$ cat config.mk
export PLATFORM = sky130hd
export DESIGN_NAME = pip_acq_reducer
export DESIGN_NICKNAME = d
export VERILOG_FILES = /design/src/rtl/pip_acq_pkg.sv /design/src/rtl/pip_acq_timing.sv /design/src/rtl/pip_acq_hred.sv /design/src/rtl/pip_acq_reducer.sv
export SDC_FILE = /design/constraint.sdc
export NUM_CORES = 1
export LEC_CHECK = 0
export ABC_AREA = 1
export BUFFER_PORTS_ARGS = -buffer_cell sky130_fd_sc_hd__buf_4
export CORE_MARGIN = 1
export CORE_UTILIZATION = 30
export CTS_BUF_LIST = sky130_fd_sc_hd__clkbuf_4 sky130_fd_sc_hd__clkbuf_8
export DETAILED_ROUTE_END_ITERATION = 12
export HOLD_SLACK_MARGIN = 0.1
export SETUP_SLACK_MARGIN = 0.4
export SYNTH_ARGS = -nofsm -noshare
export SYNTH_HDL_FRONTEND = slang
export SYNTH_SLANG_ARGS = --single-unit
$ cat constraint.sdc
create_clock -name clk -period 4.8 [get_ports clk]
set_clock_uncertainty 0.05 [all_clocks]
set_input_delay 0.24 -clock clk [delete_from_list [all_inputs] [get_ports clk]]
set_output_delay 0.24 -clock clk [all_outputs]
set_load 0.05 [all_outputs]
$ cat src/rtl/pip_acq_pkg.sv
`timescale 1ns/1ps
package pip_acq_pkg;

  typedef struct packed {
    logic       pal;
    logic [1:0] hcode;
    logic [1:0] vcode;
  } acq_mode_t;

  function automatic logic [2:0] code_to_factor(input logic [1:0] code);
    return {1'b0, code} + 3'd1;
  endfunction

endpackage

$ cat src/rtl/pip_acq_timing.sv
`timescale 1ns/1ps
module pip_acq_timing
  import pip_acq_pkg::*;
#(
  parameter int ACT_PIX    = 672,
  parameter int LINES_NTSC = 228,
  parameter int LINES_PAL  = 276,
  parameter int H_BASE     = 120,
  parameter int V_BASE     = 20,
  parameter int OFF_W      = 6,
  parameter int ROW_W      = 9
) (
  input  logic             clk,
  input  logic             rst_n,
  input  logic             hsync,
  input  logic             vsync,
  input  logic             pix_vld,
  input  acq_mode_t        mode_in,
  input  logic [OFF_W-1:0] h_off,
  input  logic [OFF_W-1:0] v_off,
  output logic [1:0]       hcode,
  output logic             take,
  output logic [ROW_W-1:0] row_cur
);

  localparam int LINES_MAX = (LINES_PAL > LINES_NTSC) ? LINES_PAL : LINES_NTSC;
  localparam int HC_W = $clog2(H_BASE + (1 << OFF_W) + ACT_PIX + 2);
  localparam int VC_W = $clog2(V_BASE + (1 << OFF_W) + LINES_MAX + 2);
  localparam logic [HC_W-1:0] HC_MAX = '1;
  localparam logic [VC_W-1:0] VC_MAX = '1;

  // field-sampled mode
  acq_mode_t        mode_q, mode_d;
  logic [OFF_W-1:0] hoff_q, hoff_d, voff_q, voff_d;

  // position counters
  logic [HC_W-1:0]  hcnt_q, hcnt_d;
  logic [VC_W-1:0]  vcnt_q, vcnt_d, vcnt_inc;
  logic [1:0]       vph_q, vph_d;
  logic [ROW_W-1:0] row_q, row_d;

  logic             strobe, h_in, v_in, keep;
  logic [HC_W-1:0]  h_lo, h_hi;
  logic [VC_W-1:0]  v_lo, v_hi, n_lines;

  assign strobe   = pix_vld & ~hsync & ~vsync;
  assign h_lo     = HC_W'(H_BASE) + HC_W'(hoff_q);
  assign h_hi     = h_lo + HC_W'(ACT_PIX);
  assign n_lines  = mode_q.pal ? VC_W'(LINES_PAL) : VC_W'(LINES_NTSC);
  assign v_lo     = VC_W'(V_BASE) + VC_W'(voff_q);
  assign v_hi     = v_lo + n_lines;
  assign h_in     = (hcnt_q >= h_lo) && (hcnt_q < h_hi);
  assign v_in     = (vcnt_q >= v_lo) && (vcnt_q < v_hi);
  assign keep     = v_in && (vph_q == 2'd0);
  assign vcnt_inc = vcnt_q + VC_W'(1);

  always_comb begin
    mode_d = mode_q;
    hoff_d = hoff_q;
    voff_d = voff_q;
    hcnt_d = hcnt_q;
    vcnt_d = vcnt_q;
    vph_d  = vph_q;
    row_d  = row_q;
    if (vsync) begin
      mode_d = mode_in;
      hoff_d = h_off;
      voff_d = v_off;
      hcnt_d = '0;
      vcnt_d = '0;
      vph_d  = 2'd0;
      row_d  = '0;
    end else if (hsync) begin
      hcnt_d = '0;
      if (vcnt_q != VC_MAX) vcnt_d = vcnt_inc;
      if (vcnt_inc == v_lo)            vph_d = 2'd0;
      else if (vph_q == mode_q.vcode)  vph_d = 2'd0;
      else                             vph_d = vph_q + 2'd1;
      if (keep) row_d = row_q + ROW_W'(1);
    end else if (strobe && (hcnt_q != HC_MAX)) begin
      hcnt_d = hcnt_q + HC_W'(1);
    end
  end

  always_ff @(posedge clk or negedge rst_n) begin
    if (!rst_n) begin
      mode_q <= '0;
      hoff_q <= '0;
      voff_q <= '0;
      hcnt_q <= HC_MAX;
      vcnt_q <= VC_MAX;
      vph_q  <= 2'd0;
      row_q  <= '0;
    end else begin
      mode_q <= mode_d;
      hoff_q <= hoff_d;
      voff_q <= voff_d;
      hcnt_q <= hcnt_d;
      vcnt_q <= vcnt_d;
      vph_q  <= vph_d;
      row_q  <= row_d;
    end
  end

  assign take    = strobe && h_in && keep;
  assign hcode   = mode_q.hcode;
  assign row_cur = row_q;

  // checker: pixels accepted within one line never exceed the window width
  logic [HC_W-1:0] tk_cnt_q;
  always_ff @(posedge clk or negedge rst_n) begin
    if (!rst_n)              tk_cnt_q <= '0;
    else if (hsync || vsync) tk_cnt_q <= '0;
    else if (take)           tk_cnt_q <= tk_cnt_q + HC_W'(1);
  end

  a_r2_take_per_line: assert property (@(posedge clk) disable iff (!rst_n)
    take |-> (int'(tk_cnt_q) < ACT_PIX));

  a_r5_row_bound: assert property (@(posedge clk) disable iff (!rst_n)
    take |-> (int'(row_q) < int'(n_lines) / int'(code_to_factor(mode_q.vcode))));

endmodule

$ cat src/rtl/pip_acq_hred.sv
`timescale 1ns/1ps
module pip_acq_hred
  import pip_acq_pkg::*;
#(
  parameter int PIX_W   = 8,
  parameter int ACT_PIX = 672,
  parameter int COL_W   = 10,
  parameter int ROW_W   = 9
) (
  input  logic             clk,
  input  logic             rst_n,
  input  logic             clr,
  input  logic             take,
  input  logic [PIX_W-1:0] pix,
  input  logic [1:0]       hcode,
  input  logic [ROW_W-1:0] row_in,
  output logic             wr_en,
  output logic [PIX_W-1:0] wr_data,
  output logic [COL_W-1:0] wr_col,
  output logic [ROW_W-1:0] wr_row
);

  localparam int ACC_W = PIX_W + 2;

  logic [1:0]       ph_q, ph_d;
  logic [ACC_W-1:0] acc_q, acc_d, sum;
  logic [COL_W-1:0] col_q, col_d;
  logic [PIX_W-1:0] avg;
  logic             last, emit;

  assign sum  = acc_q + ACC_W'(pix);
  assign last = (ph_q == hcode);
  assign emit = take && last;

  always_comb begin
    unique case (hcode)
      2'd0:    avg = PIX_W'(sum);
      2'd1:    avg = PIX_W'(sum >> 1);
      2'd2:    avg = PIX_W'(sum / ACC_W'(3));
      default: avg = PIX_W'(sum >> 2);
    endcase
  end

  always_comb begin
    ph_d  = ph_q;
    acc_d = acc_q;
    col_d = col_q;
    if (clr) begin
      ph_d  = 2'd0;
      acc_d = '0;
      col_d = '0;
    end else if (take) begin
      if (last) begin
        ph_d  = 2'd0;
        acc_d = '0;
        col_d = col_q + COL_W'(1);
      end else begin
        ph_d  = ph_q + 2'd1;
        acc_d = sum;
      end
    end
  end

  always_ff @(posedge clk or negedge rst_n) begin
    if (!rst_n) begin
      ph_q  <= 2'd0;
      acc_q <= '0;
      col_q <= '0;
      wr_en <= 1'b0;
    end else begin
      ph_q  <= ph_d;
      acc_q <= acc_d;
      col_q <= col_d;
      wr_en <= emit;
    end
  end

  always_ff @(posedge clk or negedge rst_n) begin
    if (!rst_n) begin
      wr_data <= '0;
      wr_col  <= '0;
      wr_row  <= '0;
    end else if (emit) begin
      wr_data <= avg;
      wr_col  <= col_q;
      wr_row  <= row_in;
    end
  end

  a_r6_row_steady: assert property (@(posedge clk) disable iff (!rst_n)
    (wr_en && $past(wr_en)) |-> (wr_row == $past(wr_row)));

  a_r4_col_bound: assert property (@(posedge clk) disable iff (!rst_n)
    wr_en |-> (int'(wr_col) < ACT_PIX / int'(code_to_factor(hcode))));

  a_r8_quiet_after_sync: assert property (@(posedge clk) disable iff (!rst_n)
    clr |=> !wr_en);

endmodule

$ cat src/rtl/pip_acq_reducer.sv
`timescale 1ns/1ps
module pip_acq_reducer
  import pip_acq_pkg::*;
#(
  parameter int PIX_W      = 8,
  parameter int ACT_PIX    = 672,
  parameter int LINES_NTSC = 228,
  parameter int LINES_PAL  = 276,
  parameter int H_BASE     = 120,
  parameter int V_BASE     = 20,
  parameter int OFF_W      = 6,
  localparam int LINES_MAX = (LINES_PAL > LINES_NTSC) ? LINES_PAL : LINES_NTSC,
  localparam int COL_W     = $clog2(ACT_PIX + 1),
  localparam int ROW_W     = $clog2(LINES_MAX + 1)
) (
  input  logic             clk,
  input  logic             rst_n,
  input  logic             pix_vld,
  input  logic [PIX_W-1:0] pix_in,
  input  logic             hsync,
  input  logic             vsync,
  input  logic             std_pal,
  input  logic [1:0]       h_fact,
  input  logic [1:0]       v_fact,
  input  logic [OFF_W-1:0] h_off,
  input  logic [OFF_W-1:0] v_off,
  output logic             wr_en,
  output logic [PIX_W-1:0] wr_data,
  output logic [COL_W-1:0] wr_col,
  output logic [ROW_W-1:0] wr_row
);

  acq_mode_t        mode_in;
  logic [1:0]       hcode;
  logic             take;
  logic [ROW_W-1:0] row_cur;

  assign mode_in = '{pal: std_pal, hcode: h_fact, vcode: v_fact};

  pip_acq_timing #(
    .ACT_PIX(ACT_PIX), .LINES_NTSC(LINES_NTSC), .LINES_PAL(LINES_PAL),
    .H_BASE(H_BASE), .V_BASE(V_BASE), .OFF_W(OFF_W), .ROW_W(ROW_W)
  ) u_timing (
    .clk(clk), .rst_n(rst_n), .hsync(hsync), .vsync(vsync), .pix_vld(pix_vld),
    .mode_in(mode_in), .h_off(h_off), .v_off(v_off),
    .hcode(hcode), .take(take), .row_cur(row_cur)
  );

  pip_acq_hred #(
    .PIX_W(PIX_W), .ACT_PIX(ACT_PIX), .COL_W(COL_W), .ROW_W(ROW_W)
  ) u_hred (
    .clk(clk), .rst_n(rst_n), .clr(hsync | vsync), .take(take), .pix(pix_in),
    .hcode(hcode), .row_in(row_cur),
    .wr_en(wr_en), .wr_data(wr_data), .wr_col(wr_col), .wr_row(wr_row)
  );

endmodule

Word level (Yosys, flattened, before mapping)
Index checks and enable logic that the tools add are counted.
{"block": "totals", "reg_bits": 97, "output_inout_bits": 28}
{"block": "op_classes", "add_sub_neg": 11, "n_div": 1, "order_cmp": 4, "n_eq_ne": 7, "muxes": 24, "bitwise": 5, "reduce_logical": 18}
{"op": "$mux 10", "n": 9}
{"op": "$mux 9", "n": 7}
{"op": "$pmux 8 s3", "n": 1}
{"op": "$add 10x1->10 const B", "n": 2}
{"op": "$add 9x1->9 const B", "n": 2}
{"op": "$mux 2", "n": 7}
{"op": "$add 10x10->10 const B", "n": 1}
{"op": "$add 10x8->10", "n": 1}
{"op": "$div 10x2->10 const B", "n": 1}
{"op": "$ge 10x10->1", "n": 1}
{"op": "$lt 10x10->1", "n": 1}
{"op": "$ne 10x10->1 const B", "n": 1}
{"op": "$reduce_bool 2->1", "n": 5}
{"op": "$add 9x9->9", "n": 1}
{"op": "$eq 9x9->1", "n": 1}
{"op": "$ge 9x9->1", "n": 1}
{"op": "$lt 9x9->1", "n": 1}
{"op": "$ne 9x9->1 const B", "n": 1}
{"op": "$add 7x6->8 const A", "n": 1}
{"op": "$add 5x6->7 const A", "n": 1}
{"op": "$logic_and 1x1->1", "n": 7}
{"op": "$reduce_and 2->1", "n": 3}
{"op": "$add 2x1->2 const B", "n": 2}
{"op": "$eq 2x2->1", "n": 2}
{"op": "7 further kinds", "n": 10}

Depth between registers and ports, before layout
Gate-level depths: netlist of run 1.
{"block": "depth", "ltp_word": 8, "depth_mapped": 38, "mapped_depth_nobuf": 38}

By module
Synthesis of run 1 repeated with hierarchy kept, for this count alone.
{"block": "hier_totals", "hier_cells": 884, "area_unflattened_um2": 6495.0}
{"module": "pip_acq_timing", "instances": 1, "cells_per_inst": 473, "area_each_um2": 3477.1}
{"module": "pip_acq_hred", "instances": 1, "cells_per_inst": 408, "area_each_um2": 3006.6}
{"module": "pip_acq_reducer", "instances": 1, "cells_per_inst": 3, "area_each_um2": 11.3}

Least setup slack after synthesis of run 1
OpenSTA, ideal clock, no wires.
{"block": "synth_path", "path_kind": "reg2reg", "from": "reg u_timing.voff_q[2]", "to": "reg u_hred.col_q[8]", "setup_ns": 0.078, "arrival_time_ns": 3.929, "setup_slack_ns": 0.743, "path_stages_with_launch": 26, "n_path_buf": 0, "path_cell_list": "dfrtp_1 inv_1 o21ai_0 xor2_1 inv_1 ha_1 inv_1 o21ai_0 a31oi_1 nor2_1 nor2_1 xor2_1 ha_1 nand2_1 nand2_1 nor2_1 o211ai_1 nor3_1 nand2_1 clkinv_1 nand2_1 nor3_1 nand3_1 nor2_1 o21ai_0 a21oi_1"}
{"block": "synth_via", "elab_chain_len": 8, "elab_cells_between_ends": 9, "cone_classes": "2 x add/sub; 2 x order compare; 5 x reduce/logical"}
{"item": "from (decl)", "line_no": "pip_acq_timing.sv:34", "text": "logic [OFF_W-1:0] hoff_q, hoff_d, voff_q, voff_d;"}
{"item": "from (signal assigned)", "line_no": "pip_acq_timing.sv:97", "text": "voff_q <= voff_d;"}
{"item": "$add 5x6->7 (*)", "line_no": "pip_acq_timing.sv:50", "text": "assign v_lo = VC_W'(V_BASE) + VC_W'(voff_q);"}
{"item": "$add 9x9->9", "line_no": "pip_acq_timing.sv:51", "text": "assign v_hi = v_lo + n_lines;"}
{"item": "$lt 9x9->1", "line_no": "pip_acq_timing.sv:53", "text": "assign v_in = (vcnt_q >= v_lo) && (vcnt_q < v_hi);"}
{"item": "$logic_and 1x1->1 (*)", "line_no": "pip_acq_timing.sv:53"}
{"item": "$logic_and 1x1->1 (*)", "line_no": "pip_acq_timing.sv:54", "text": "assign keep = v_in && (vph_q == 2'd0);"}
{"item": "$logic_and 1x1->1 (*)", "line_no": "pip_acq_timing.sv:105", "text": "assign take = strobe && h_in && keep;"}
{"item": "$reduce_bool 2->1 (no source line) (*)"}
{"item": "$reduce_and 2->1 (no source line) (*)"}
{"item": "to (signal assigned)", "line_no": "pip_acq_hred.sv:73", "text": "col_q <= col_d;"}
{"item": "to (decl)", "line_no": "pip_acq_hred.sv:27", "text": "logic [COL_W-1:0] col_q, col_d;"}
Mark *: on every way between the ends. The rest lies on a longest branch, timed or not.
A chain may end at the register's enable or synchronous reset.

Worst setup path after layout of run 1
Ends and elaborated chain as after synthesis.

==> impl_metrics.csv, run 1 <==
group,metric,value,unit
status,status,"completed",
place,dp_hpwl,10.7,mm
sta,whs,0.132,ns
logic_synthesis,synthMuxAreaShare,0,%
sta,fin_crit_sh,85.1,%
clocking,root_buffer,"clkbuf_8",
finish,fillerInstances,2059,
worst_setup_path,worst-path-max-fanout,8,
clocking,clk_pin_slew_worst_paths,0.10,ns
logic_synthesis,seq_area_frac_synth,40.2,%
place,post-place-ws,0.302,ns
min_path,hold_end,"u_timing.vph_q[0]",
drt,wl_met1,7.16,mm
finish,n_antenna_cell,0,
die,ios,58,
logic_synthesis,yosysUniqueCellTypes,38,
logic_synthesis,synthSimpleGateAreaFrac,23.7,%
place,place.gp.congestion,0.885,
clocking,htree_levels,3,
drt,wl_met3,581,um
sta,max_freq,245,MHz
logic_synthesis,synth_warnings,0,
power,powerDensity,243,nW/um^2
die,die_area,20900,sq um
drt,maxUsedRoutingLayer,"met4",
sta,hold_viol,0,
worst_setup_path,worst-setup-path-type,"reg2reg",
finish,drive_gt1_share,19.6,%
die,start_util,31.0,%
die,die_y,145,um
drt,wire_per_inst,12.7,um
sta,setup-tns-final,0,ns
worst_setup_path,worstPathArrival,4.36,ns
sta,slew_headroom,39.3,%
logic_synthesis,async_flop_share,100,%
logic_synthesis,synth_ff_type,"dfrtp_1",
logic_synthesis,ys_ff_latch,97,
sta,min_period,4.09,ns
logic_synthesis,synth_top_area_share,32.0,%
finish,instances_no_fill,1143,
sta,setup_viol,0,
clocking,clockBufferDepth,2,
drt,post-route-drc-count,0,
logic_synthesis,syn_inst,786,
die,coreArea,19700,sq um
logic_synthesis,synth.area.top_cells,"dfrtp_1, nand2_1, ha_1",
drt,met2_length,6.49,mm
min_path,hold-path-cell-count,3,
logic_synthesis,synth_compound_area_share,15.0,%
min_path,holdCritStartpoint,"hsync",
logic_synthesis,yosysTopAreaCell,"dfrtp_1",
sta,rsz0062_at_grt,"no",
logic_synthesis,synth_top_family_by_area,"simple AND/OR/NAND/NOR gates",
worst_setup_path,critPathLaunchType,"register",
die,fp-row-count,51,
worst_setup_path,ff2ff_path_depth,22,
clocking,cts_buffers,9,
clocking,clk-insertion-delay-late,0.40,ns
drt,drtPass1Iterations,4,
logic_synthesis,synth_edf_count,0,
global_route,grt_first_pass_wirelength,24.3,mm
place,place_inst,1101,
drt,vias,5348,
logic_synthesis,synth_xor_area_share,3.02,%
sta,setup_ws,0.713,ns
die,die_w,145,um
global_route,grt_usage,15.0,%
drt,via_per_inst,4.68,
worst_setup_path,reg2reg_from,"u_timing.voff_q[2]",
global_route,overflow,0,
logic_synthesis,syn_avg_cell_area,7.75,sq um
drt,drtIter0Drc,298,
global_route,antenna_found_initial,0,
clocking,cts_sinks,97,
logic_synthesis,syn_area,6090,sq um
sta,drv_slew,0,
min_path,hold_class,"in2reg",
run,max-cap-violations,0,
logic_synthesis,synthAdderAreaFrac,10.6,%
worst_setup_path,required,5.07,ns
power,total_power,1.80,mW
global_route,grt_max_degree,56,
power,max-vdd-ir-drop,0.000146,V
finish,syn2layout_area_growth,21.7,%
logic_synthesis,syn_nets,867,
global_route,grt_pass1_vias,5108,
clocking,cts_tree,"done",
worst_setup_path,ff2ff_setup_slack,0.71,ns
drt,drtAntennaViolNets,0,
sta,worst_pin_slew,0.907,ns
finish,nets,954,
place,io_buffers,57,
power,total_leakage_power,3.58,nW
drt,wirelength,14.6,mm
worst_setup_path,rr_endpoint,"u_hred.col_q[8]",
worst_setup_path,cp-end-kind,"register",
[report_power, final]
group          leakage [nW]  internal, mW  switching (mW)
Combinational          2.23         0.153           0.236
Sequential             1.25         0.846          0.0184
Clock                 0.101         0.206           0.342
[state kept, by name, summed over array words and instances (netlist names), 3 cells and up]
signal and count:
u_hred.acc_q 10, u_hred.col_q 10, u_hred.wr_col 10, u_timing.hcnt_q 10
u_hred.wr_row 9, u_timing.row_cur 9, u_timing.vcnt_q 9, u_hred.wr_data 8
u_timing.hoff_q 6, u_timing.voff_q 6, u_timing.mode_q 3
[stage by stage]
stage / util [%] / cell area (sq um)
CTS: 36.8 / 7230
global placement: 34.8 / 6840
finish: 37.7 / 7420
detailed placement: 34.8 / 6840
global route: 37.7 / 7420
floorplan: - / 6090
[cell type report]
cell class | count | area (sq um) | share of cell area [%]
Clock inverter | 7 | 68.8 | 0.928
Multi-Input combinational cell | 569 | 3330 | 44.8
Clock buffer | 9 | 124 | 1.67
Inverter | 108 | 409 | 5.52
Sequential cell | 97 | 2450 | 33.1
Timing Repair Buffer | 88 | 706 | 9.51
Tap cell | 265 | 332 | 4.47
[layer usage]
metal | vias to the layer above | GRT usage, %
met2 | 115 | 23.7
met3 | 23 | 3.25
met1 | 2439 | 20.0
li1 | 2771 | -
met4 | 0 | 5.10
met5 | - | 0
[cell usage in the layout (no fill, tap or decap), drive strengths merged]
cell type,synthesis,final
a211oi,4,4
clkbuf,12,9
clkinv,2,2
a32o,1,1
nand2,210,210
dfrtp,78,78
nand4,13,13
a2111oi,1,1
o221ai,4,4
nor4,2,2
o21bai,3,3
fa,1,1
o21ai,92,92
xnor2,5,5
a221oi,2,2
buf,0,70
dlygate4sd3,0,18
dfstp,19,19
nor2,53,53
clkinvlp,0,1
nor3,13,13
o211ai,1,1
ha,50,50
a21oi,44,44
xor2,16,16
o31ai,1,1
o22ai,9,9
a21boi,1,1
a31oi,1,1
nand3,39,39
or2,3,3
inv,106,112
[cells by family after synthesis]
group	after synthesis
xor+xnor	21
buf+inv	120
compound gates	164
fa+ha+maj	51
simple gates	333
flops	97
[what timing repair did]
item	4_1_cts	5_1_grt
buffers inserted	1	7
endpoints found under the hold margin	47	0
pin swaps	1	16
resized for setup	1	33
endpoints found under the setup margin	2	32
hold buffers	18	0
[Yosys cell counts, types with 4 or more instances]
| master | number |
|---|---|
| nand3_2 | 10 |
| nor3_1 | 13 |
| clkbuf_1 | 12 |
| nand3_1 | 29 |
| o21ai_2 | 5 |
| nand2_2 | 13 |
| inv_2 | 6 |
| nand2_1 | 197 |
| o221ai_1 | 4 |
| dfstp_2 | 19 |
| nand4_1 | 13 |
| a21oi_1 | 43 |
| ha_1 | 50 |
| nor2_1 | 52 |
| xor2_1 | 16 |
| o22ai_1 | 9 |
| dfrtp_1 | 78 |
| o21ai_0 | 84 |
| inv_1 | 100 |
| xnor2_1 | 5 |
| a211oi_1 | 4 |
[worst max-delay path by stage]
stage	start	cells past startpoint	slack, ns	endpoint
4_1_cts	u_timing.voff_q[2]	24	0.40	u_timing.row_cur[8]
6_report	u_timing.voff_q[2]	22	0.71	u_hred.col_q[8]
3_3_place_gp	u_timing.voff_q[2]	24	0.57	u_timing.row_cur[8]
2_1_floorplan	u_timing.voff_q[2]	25	0.74	u_hred.col_q[8]
3_5_place_dp	u_timing.voff_q[2]	25	0.30	u_hred.col_q[8]
5_1_grt	u_timing.voff_q[2]	25	0.33	u_hred.col_q[8]
[critical path, cell delays in order (launching register included)]
cell and delay, ns:
dfrtp_2 0.45, ha_1 0.23, xor2_1 0.29, inv_1 0.13
ha_1 0.33, a31oi_1 0.23, nor2_1 0.07, nor2_1 0.11
xor2_1 0.19, ha_1 0.27, nand2_1 0.08, nand2_1 0.04
nor2_1 0.08, o211ai_1 0.14, nor3_2 0.27, nand2_2 0.11
clkinvlp_4 0.16, nand2_2 0.10, nor3_4 0.24, nand3_2 0.11
nor2_2 0.13, o21ai_0 0.08, a21oi_1 0.13
Note: power is estimated with default switching activity, not from simulation.
==> run 2: changes to the inputs <==
--- a/config.mk
+++ b/config.mk
@@ -12,6 +12,8 @@
 export CTS_BUF_LIST = sky130_fd_sc_hd__clkbuf_4 sky130_fd_sc_hd__clkbuf_8
 export DETAILED_ROUTE_END_ITERATION = 12
 export HOLD_SLACK_MARGIN = 0.1
+export RECOVER_POWER = 50
+export REMOVE_ABC_BUFFERS = 1
 export SETUP_SLACK_MARGIN = 0.4
 export SYNTH_ARGS = -nofsm -noshare
 export SYNTH_HDL_FRONTEND = slang
==> constraint.sdc (replaced) <==
create_clock -name clk -period 4.8 [get_ports clk]
set_clock_uncertainty 0.05 [all_clocks]
set_input_delay 0.48 -clock clk [delete_from_list [all_inputs] [get_ports clk]]
set_output_delay 0.48 -clock clk [all_outputs]
set_load 0.05 [all_outputs]
==> run 2 against run 1 <==
Compared with the run above:
- critical path depth grew 4
- sequential power is essentially flat
- core utilization shrank 1.3 points
- worst setup slack gained 0.061 ns
- count of clock-buffer cells in the layout grew 3
- critical path type unchanged
- total power shrank 0.40%
- the run now ends with capacitance limit, slew limit left
- sequential share of layout area grew 1.2 points
- register-to-register slack gained 0.06 ns
- die area is the same
- maximum frequency grew 1.5%
- global-route usage shrank 0.37 points
- combinational power shrank 7.7%
==> impl_metrics.csv, run 2 (synthesis results as in run 1) <==
group,metric,value,unit
clocking,cts_buffers,9,
sta,worst_pin_slew,3.25,ns
finish,instances_no_fill,1123,
drt,via_per_inst,4.65,
power,powerDensity,251,nW/um^2
sta,hold_viol,0,
clocking,clk-insertion-delay-late,0.38,ns
drt,post-route-drc-count,0,
sta,setup_viol,0,
power,max-vdd-ir-drop,0.000115,V
worst_setup_path,cp-end-kind,"register",
clocking,clockBufferDepth,2,
drt,drtIter0Drc,355,
die,coreArea,19700,sq um
die,start_util,31.0,%
power,total_leakage_power,3.47,nW
worst_setup_path,critPathLaunchType,"register",
global_route,grt_first_pass_wirelength,23.9,mm
die,die_y,145,um
clocking,htree_levels,3,
status,violations,"capacitance limit, slew limit",
global_route,grt_pass1_vias,5005,
place,place.gp.congestion,0.848,
status,status,"finished, violations left",
clocking,clk_pin_slew_worst_paths,0.10,ns
sta,max_freq,248,MHz
global_route,grt_usage,14.6,%
place,io_buffers,57,
finish,n_antenna_cell,0,
place,place_inst,1105,
clocking,cts_tree,"done",
sta,fin_crit_sh,83.9,%
worst_setup_path,required,5.06,ns
sta,min_period,4.03,ns
drt,vias,5224,
drt,drtPass1Iterations,5,
drt,drtAntennaViolNets,0,
worst_setup_path,worstPathArrival,4.28,ns
die,die_w,145,um
finish,layout_commonest_cell,"nand2_1",
min_path,hold_class,"in2reg",
global_route,grt_max_degree,61,
finish,drive_gt1_share,18.2,%
run,max-cap-violations,1,
finish,syn2layout_area_growth,17.5,%
place,dp_hpwl,10.5,mm
worst_setup_path,ff2ff_path_depth,26,
sta,drv_slew,61,
sta,setup-tns-final,0,ns
worst_setup_path,worst-setup-path-type,"reg2reg",
finish,nets,934,
die,die_area,20900,sq um
clocking,hold_buffers,0,
min_path,hold-path-cell-count,3,
finish,final_cell_mix,"nand2_1, inv_1, o21ai_0",
finish,final_core_util,36.4,%
global_route,overflow,0,
global_route,antenna_found_initial,0,
clocking,root_buffer,"clkbuf_8",
clocking,cts_sinks,97,
die,ios,58,
sta,rsz0062_at_grt,"yes",
worst_setup_path,worst-path-max-fanout,7,
sta,slew_headroom,-116,%
die,fp-row-count,51,
drt,wire_per_inst,12.6,um
drt,wirelength,14.1,mm
-- run 2: cell type report --
class	instances	area, sq um
clock buffer	12	159
sequential	97	2450
inverter	108	405
clock inverter	4	52.6
multi-input combinational	569	3260
tap	265	332
fill	2150	12500
timing repair buffer	68	500
-- run 2: repair_timing --
action,CTS,global route
setup endpoints to repair,0,12
setup buffers,0,2
gates resized for setup,0,18
-- run 2: stage by stage --
step	setup slack [ns]	power [mW]	hold slack [ns]	instance area (sq um)
global placement	0.437	1.23	0.408	6870
CTS	0.475	1.82	0.154	7090
global route	0.329	1.91	0.233	7160
finish	0.774	1.79	0.246	7160
detailed placement	0.376	1.23	0.405	6870
floorplan	0.00951	1.12	0.134	6050
-- run 2: report_power, final --
group	internal (mW)	leakage [nW]	switching, mW
Sequential	0.846	1.25	0.0187
Combinational	0.136	2.11	0.223
Clock	0.277	0.110	0.294
-- run 2: final timing paths --
check / to / startpoint / slack (ns)
setup / recovery: u_hred.col_q[8] / u_timing.voff_q[2] / 0.77
hold / removal: u_timing.voff_q[4] / v_off[4] / 0.25
setup reg to reg: u_hred.col_q[8] / u_timing.voff_q[2] / 0.77
hold reg to reg: u_hred.col_q[8] / u_hred.col_q[8] / 0.43
max in group asynchronous: u_hred.wr_data[0] / rst_n / 1.31
min in group asynchronous: u_hred.acc_q[4] / rst_n / 1.13
-- run 2: critical path, stage by stage, from the launching register on --
cell      delay [ns]
dfrtp_2         0.44
inv_1           0.11
o21ai_0         0.23
xor2_1          0.21
inv_1           0.07
ha_1            0.31
inv_1           0.08
o21ai_0         0.09
a31oi_1         0.22
nor2_1          0.07
nor2_1          0.11
xor2_1          0.16
ha_1            0.25
nand2_1         0.07
nand2_1         0.04
nor2_1          0.08
o211ai_1        0.14
nor3_1          0.19
buf_4           0.17
nand2_1         0.07
clkinv_1        0.06
nand2_1         0.09
nor3_2          0.18
nand3_1         0.13
nor2_1          0.14
o21ai_0         0.09
a21oi_1         0.12
-- run 2: routing by layer --
layer / wire (um) / up-vias / track usage, %
met5: 0 / - / 0
met4: 123 / 0 / 3.05
met3: 593 / 14 / 3.11
met2: 6530 / 108 / 24.5
met1: 6860 / 2382 / 19.1
li1: - / 2720 / -
